**config.mk**
```make
export PLATFORM = sky130hd
export DESIGN_NAME = wdog_cal
export DESIGN_NICKNAME = d
export VERILOG_FILES = /design/src/rtl/wdog_cal.sv
export SDC_FILE = /design/constraint.sdc
export NUM_CORES = 1
export LEC_CHECK = 0
export BUFFER_PORTS_ARGS = -buffer_cell sky130_fd_sc_hd__buf_2
export CORE_ASPECT_RATIO = 0.5
export CORE_MARGIN = 4
export CORE_UTILIZATION = 55
export CTS_CLUSTER_DIAMETER = 150
export CTS_CLUSTER_SIZE = 10
export DETAILED_ROUTE_END_ITERATION = 10
export PLACE_DENSITY = 0.76
export SLEW_MARGIN = 20
export SYNTH_ARGS = -nofsm -noshare
export SYNTH_HDL_FRONTEND = slang
export SYNTH_SLANG_ARGS = --single-unit
```
**constraint.sdc**
```tcl
create_clock -name clk -period 9 [get_ports clk]
set_input_delay 0.45 -clock clk [delete_from_list [all_inputs] [get_ports clk]]
set_output_delay 0.45 -clock clk [all_outputs]
set_load 0.005 [all_outputs]
```
**src/rtl/wdog_cal.sv**
```systemverilog
`timescale 1ns/1ps
module wdog_cal #(
  parameter int CNT_W     = 10,
  parameter int OPEN_MULT = 4,
  parameter int HOLD      = 6,
  parameter bit HAS_WDO   = 1'b1,
  parameter bit SET01_OFF = 1'b1
) (
  input  logic       clk,
  input  logic       rst_n,
  input  logic       wdi,
  input  logic [1:0] set,
  input  logic       cmp,
  output logic       chg,
  output logic       dis,
  output logic       wdo,
  output logic       rst_req
);
  localparam int TW = CNT_W + 3 + $clog2(OPEN_MULT + 1);
  localparam logic [TW-1:0] OPEN_K    = TW'(OPEN_MULT);
  localparam logic [TW-1:0] HOLD_LAST = TW'(HOLD - 1);

  typedef enum logic [2:0] {S_INIT, S_CHG, S_DIS, S_OFF, S_CLOSED, S_OPEN, S_FAULT} st_t;

  st_t             st;
  logic [CNT_W-1:0] cal;
  logic [TW-1:0]   tmr, cal_w, close_len, open_len;
  logic [2:0]      sync;
  logic            rise, off, flt, in_closed, last_c, last_o, last_h;

  assign rise      = sync[1] & ~sync[2];
  assign off       = SET01_OFF && (set == 2'b01);
  assign cal_w     = TW'(cal);
  assign close_len = (set == 2'b11) ? cal_w : (set == 2'b10) ? (cal_w << 2) : (cal_w << 3);
  assign open_len  = cal_w * OPEN_K;
  assign last_c    = (tmr == close_len - 1'b1);
  assign last_o    = (tmr == open_len - 1'b1);
  assign last_h    = (tmr == HOLD_LAST);
  assign in_closed = (st == S_CLOSED);
  assign flt       = (st == S_FAULT);
  assign chg       = (st == S_CHG);
  assign dis       = (st == S_DIS);
  assign wdo       = HAS_WDO & flt;
  assign rst_req   = ~HAS_WDO & flt;

  always_ff @(posedge clk or negedge rst_n) begin
    if (!rst_n) begin
      st   <= S_INIT;
      cal  <= '0;
      tmr  <= '0;
      sync <= '0;
    end else begin
      sync <= {sync[1:0], wdi};
      case (st)
        S_INIT: st <= S_CHG;
        S_CHG: begin
          if (!(&cal)) cal <= cal + 1'b1;
          if (cmp) st <= S_DIS;
        end
        S_DIS: begin
          if (!(&cal)) cal <= cal + 1'b1;
          if (!cmp) begin
            st  <= off ? S_OFF : S_CLOSED;
            tmr <= '0;
          end
        end
        S_OFF: begin
          tmr <= '0;
          if (!off) st <= S_CLOSED;
        end
        S_CLOSED: begin
          if (off) begin
            st <= S_OFF;
          end else if (rise) begin
            st  <= S_FAULT;
            tmr <= '0;
          end else if (last_c) begin
            st  <= S_OPEN;
            tmr <= '0;
          end else begin
            tmr <= tmr + 1'b1;
          end
        end
        S_OPEN: begin
          if (off) begin
            st <= S_OFF;
          end else if (rise) begin
            st  <= S_CLOSED;
            tmr <= '0;
          end else if (last_o) begin
            st  <= S_FAULT;
            tmr <= '0;
          end else begin
            tmr <= tmr + 1'b1;
          end
        end
        S_FAULT: begin
          if (last_h) begin
            st  <= off ? S_OFF : S_CLOSED;
            tmr <= '0;
          end else begin
            tmr <= tmr + 1'b1;
          end
        end
        default: st <= S_INIT;
      endcase
    end
  end
endmodule

```
* Word-level counts from Yosys, hierarchy flattened
Index checks and enable logic that the tools add are counted.
** Cells by class
- Mux-type cells :: 23
- Equality and inequality tests :: 20
- $add $sub $neg :: 4
- Bitwise operators :: 3
- Reduce and logical (&&, ||, !) cells :: 7
** Operators by type and width (number)
- $mux W16 :: 8
- $pmux W16 S5 :: 1
- $mux W3 :: 11
- $eq A16 B16 Y1 :: 2
- $mux W13 :: 2
- $pmux W3 S7 :: 1
- $add A16 B1 Y16 const B :: 1
- $eq A16 B3 Y1 const B :: 1
- $sub A13 B1 Y14 const B :: 1
- $sub A12 B1 Y13 const B :: 1
- $add A10 B1 Y10 const B :: 1
- $ne A2 B2 Y1 const B :: 5
- $reduce_and A10 Y1 :: 1
- $eq A3 B3 Y1 const B :: 3
- $eq A3 B2 Y1 const B :: 2
- $reduce_and A6 Y1 :: 1
- $reduce_bool A5 Y1 :: 1
- $eq A2 B2 Y1 const B :: 2
- $ne A4 B3 Y1 const B :: 1
- $ne A4 B4 Y1 const B :: 1
- $reduce_and A4 Y1 :: 1
- $eq A3 B1 Y1 const B :: 1
- $logic_not A3 Y1 :: 1
- $eq A2 B1 Y1 const B :: 1
- 5 further kinds :: 6
** Word-level totals
- Output and inout bits :: 4
- Input port bits :: 6
- Flip-flop bits (word level) :: 32

* Longest topological paths before layout
- Word-level depth :: 9
- Depth in mapped cells :: 15

* Worst setup path after synthesis
OpenSTA, ideal clock, no wires.
- Path kind :: input to register
- Start point :: in set[1]
- End point :: reg st[1]
- Setup slack :: 5.528 ns
- Required time :: 8.906 ns
- Setup time :: 0.094 ns
- Arrival :: 3.379 ns
- Stages :: 15
- Path through :: buf_2 -> buf_2 -> buf_2 -> nand3_1 -> ha_1 -> a21boi_1 -> nand3_1 -> or4_1 -> a2111oi_0 -> and4_1 -> buf_4 -> nand2_2 -> buf_6 -> a32o_1 -> a221oi_2
** On the way
- Cells in the longest elaborated chain, start to end :: 7
- Elaborated cells between the ends (all ways) :: 17
** RTL lines
- start: declaration :: RTL line 12 : input logic [1:0] set,
- $eq A2 B2 Y1 :: RTL line 34 : assign close_len = (set == 2'b11) ? cal_w : (set == 2'b10) ? (cal_w << 2) : (cal_w << 3);
- $mux W13 (2 in a row) :: RTL line 34
- $sub A13 B1 Y14 :: RTL line 36 : assign last_c = (tmr == close_len - 1'b1);
- $eq A16 B16 Y1 :: RTL line 36
- $ne A4 B3 Y1 (no line)
- $reduce_and A6 Y1 (no line)
- end signal: assignment :: RTL line 63 : st <= off ? S_OFF : S_CLOSED;
- end signal: assignment :: RTL line 99 : st <= off ? S_OFF : S_CLOSED;
- end: declaration :: RTL line 25 : st_t st;
Parallel ways exist; a longest one is shown, timed or not. The select of a mux whose other input is x is not followed.
A chain may end at the register's enable or synchronous reset.

* Worst setup path in the final report
- Start point :: reg cal[6]
- End point :: reg tmr[14]
** On the way
- Cells in the longest elaborated chain, start to end :: 8
- Elaborated cells between the ends (all ways) :: 13
** RTL lines
- start: declaration :: RTL line 26 : logic [CNT_W-1:0] cal;
- start signal: assignment :: RTL line 57 : if (!(&cal)) cal <= cal + 1'b1;
- start signal: assignment :: RTL line 61 : if (!(&cal)) cal <= cal + 1'b1;
- $mux W13 (2 in a row) :: RTL line 34
- $sub A13 B1 Y14 :: RTL line 36
- $eq A16 B16 Y1 :: RTL line 36
- $mux W16 :: RTL line 77 : end else if (last_c) begin
- $mux W16 :: RTL line 74 : end else if (rise) begin
- $mux W16 :: RTL line 72 : if (off) begin
- $pmux W16 S5 * :: RTL line 54 : case (st)
- end signal: assignment :: RTL line 81 : tmr <= tmr + 1'b1;
- end signal: assignment :: RTL line 94 : tmr <= tmr + 1'b1;
- end signal: assignment :: RTL line 102 : tmr <= tmr + 1'b1;
- end: declaration :: RTL line 27 : logic [TW-1:0] tmr, cal_w, close_len, open_len;
Mark *: on every way between the ends. The rest lies on a longest branch, timed or not. The select of a mux whose other input is x is not followed.

==> out/results.tsv <==
metric	value	unit
multi_input_area	2019	um^2
avgRoutedWirePerCell	18.24	um
synth_fp_nets	400	
final_common_cell	o21ai_0	
die_w	113.0	um
clockBufferDepth	2	
synth_area_leaders	dfrtp_1 26%, xnor2_1 7.8%, o21ai_0 6.8%, a21oi_1 3.5%, xor2_1 3.5%	
leakagePower	1.231	nW
holdBufCountCts	0	
period_needed	4.239	ns
netlist_instances	389	
hpwl	5844	um
hold_path_class	input port to asynchronous set/reset pin	
slew_violations	0	
cp-end-kind	flop	
cts.sinks	32	
final_cells	443	
overflow	0	
setup-tns-final	0	ns
fin_hold_ws	0.1928	ns
status	finished clean	
cts-root-buf	clkbuf_8	
top_layer	met4	
antenna_cells	0	
nNetsFinal	383	
path_class	flop to flop	
grt_usage	0.2515	
first_pass_iters	4	
setup_slack	4.761	ns
area_growth	2.396	%
grt_max_degree	34	
fin_crit_sh	0.4710	
seqCellArea	800.8	um^2
synth_edf_count	0	
met3WireLength	830	um
final_cell_mix	41 x o21ai_0, 32 x dfrtp_1, 27 x xnor2_1, 27 x nand2_1, 22 x nor2_1	
fin_area	3102	um^2
grt_antenna_before_repair	0	
wl_met1	3799	um
ir_drop	0.1535	mV
synth.top_cell.area_share	0.2644	
ys_dominant_reg_cell	dfrtp_1	
insertion_delay	0.30	ns
syn_avg_cell_area	7.787	um^2
skew	0.008792	ns
start_util	0.5925	
power	0.7648	mW
synth_cell_types	61	
ys_ff_latch	32	
die_y	60.48	um
cts_made_buffers	5	
yosysWarningCount	0	
core	5112	um^2
max_freq	235.9	MHz
async_reset_ff_frac	1.000	
grt_first_pass_wirelength	13470	um
crit_path_max_fanout	13	
cts.clk_slew.worst_paths	0.08	ns
met2_length	3401	um
dr.first_iter.drc_count	262	
cap_violations	0	
pre_cts_slack	4.632	ns
htree_levels	2	
final_util	0.6067	
fillerInstances	431	
cp.required	9.13	ns
vias	2918	
relSlewSlack	0.2435	
grt_pass1_vias	2693	
drive_above_1_share	0.06434	
drt-total-wl	8080	um
netlist_area	3029	um^2
post_cts_buffers	0	
finalWeightedCongestion	0.9544	
port_buffers	8	
cp.arrival	4.37	ns
placementRows	18	
hold_viol	0	
fp.dieArea	6831	um^2
cts_tree	built	
yosysSeqAreaShare	0.2644	
cts_resized	0	
via_per_inst	6.587	
power.density	246.6	nW/um^2
finalSetupViolCount	0	
antenna_left	0	
remaining_drc_errors	0	
start_kind	flop	
dpl-instance-area	3008	um^2
synth_top_cell_by_area	dfrtp_1	
grt_setup_unrepaired	false	
dp.cells	435	
worst_slew_pin_slew	1.123	ns
io_pins	10	
-- state kept, by name, indices dropped and copies added, names as in the netlist --
name / count
cal: 10
st: 3
sync: 3
tmr: 16
-- kinds of logic (layout without fill, tap and decap cells) --
family                   Yosys count  count (layout)  share of synthesized area
AO/OA/AOI/OAI                    117             117                     0.2503
XOR/XNOR                          39              39                     0.1128
adder cells (fa/ha/maj)            5               5                    0.02065
flip-flops                        32              32                     0.2644
buffers and inverters             47              31                    0.06898
multiplexers                      11              11                    0.03718
other                              1               1                   0.001238
AND/OR/NAND/NOR                  137             137                     0.2445
-- power breakdown --
| group | internal, mW | total (mW) | switching [mW] | leakage (nW) |
|---|---|---|---|---|
| sequential | 0.168 | 0.244 | 0.0765 | 0.423 |
| combinational | 0.168 | 0.397 | 0.229 | 0.763 |
| clock | 0.0622 | 0.124 | 0.0615 | 0.0445 |
-- final cells by class --
class | count | share of cell area
Timing Repair Buffer | 9 | 0.01533
Inverter | 14 | 0.01694
Tap cell | 70 | 0.02824
Sequential cell | 32 | 0.2582
Clock inverter | 1 | 0.002420
Clock buffer | 7 | 0.02783
Multi-Input combinational cell | 310 | 0.6511
-- metal layers --
layer,GRT usage,up-vias
met2,0.3931,145
met5,0,-
met4,0.06336,0
li1,-,1394
met1,0.3558,1371
met3,0.06175,8
-- cell usage after synthesis (2+ instances only) --
| master | number |
|---|---|
| nand4_1 | 4 |
| buf_4 | 2 |
| nor2_1 | 22 |
| nor3b_1 | 4 |
| a2111oi_0 | 8 |
| xor2_1 | 12 |
| nand3_1 | 15 |
| o22ai_1 | 8 |
| nor4_1 | 8 |
| clkbuf_1 | 20 |
| a221oi_1 | 3 |
| or3_1 | 2 |
| a211oi_1 | 3 |
| nor4b_1 | 3 |
| a21oi_1 | 21 |
| nand2b_1 | 9 |
| o21ai_0 | 41 |
| nor3_1 | 12 |
| inv_1 | 14 |
| or4_1 | 3 |
| buf_6 | 2 |
| dfrtp_1 | 32 |
| o211ai_1 | 3 |
| xnor2_1 | 27 |
| nor2b_1 | 2 |
| ha_1 | 5 |
| a21o_1 | 6 |
| mux2i_1 | 9 |
| nand3b_1 | 2 |
| nand2_1 | 27 |
| o2111ai_1 | 2 |
| buf_2 | 8 |
| o31ai_1 | 3 |
| and3_1 | 14 |
| and4_1 | 4 |
| a31oi_1 | 4 |
-- critical path, stage by stage (launching register included) --
cell and delay (ns):
dfrtp_1 0.56, mux2i_1 0.26, a21oi_1 0.17, or3_4 0.41, or4_1 0.53, a2111oi_0 0.41, and4_1 0.43, nand2_2 0.21
a21oi_1 0.82, o21ai_0 0.25
-- path summary, 6_finish.rpt --
path / from / slack (ns) / endpoint / cells past startpoint
hold reg to reg: sync[0]$_DFF_PN0_ / 0.36 / sync[1]$_DFF_PN0_ / 0
min in group clk: wdi / 0.26 / sync[0]$_DFF_PN0_ / 1
max in group asynchronous: rst_n / 8.33 / tmr[13]$_DFFE_PN0P_ / 1
setup reg to reg: cal[6]$_DFFE_PN0P_ / 4.76 / tmr[14]$_DFFE_PN0P_ / 9
setup / recovery: cal[6]$_DFFE_PN0P_ / 4.76 / tmr[14]$_DFFE_PN0P_ / 9
hold / removal: rst_n / 0.19 / cal[0]$_DFFE_PN0P_ / 1
(Power assumes the default switching activity.)
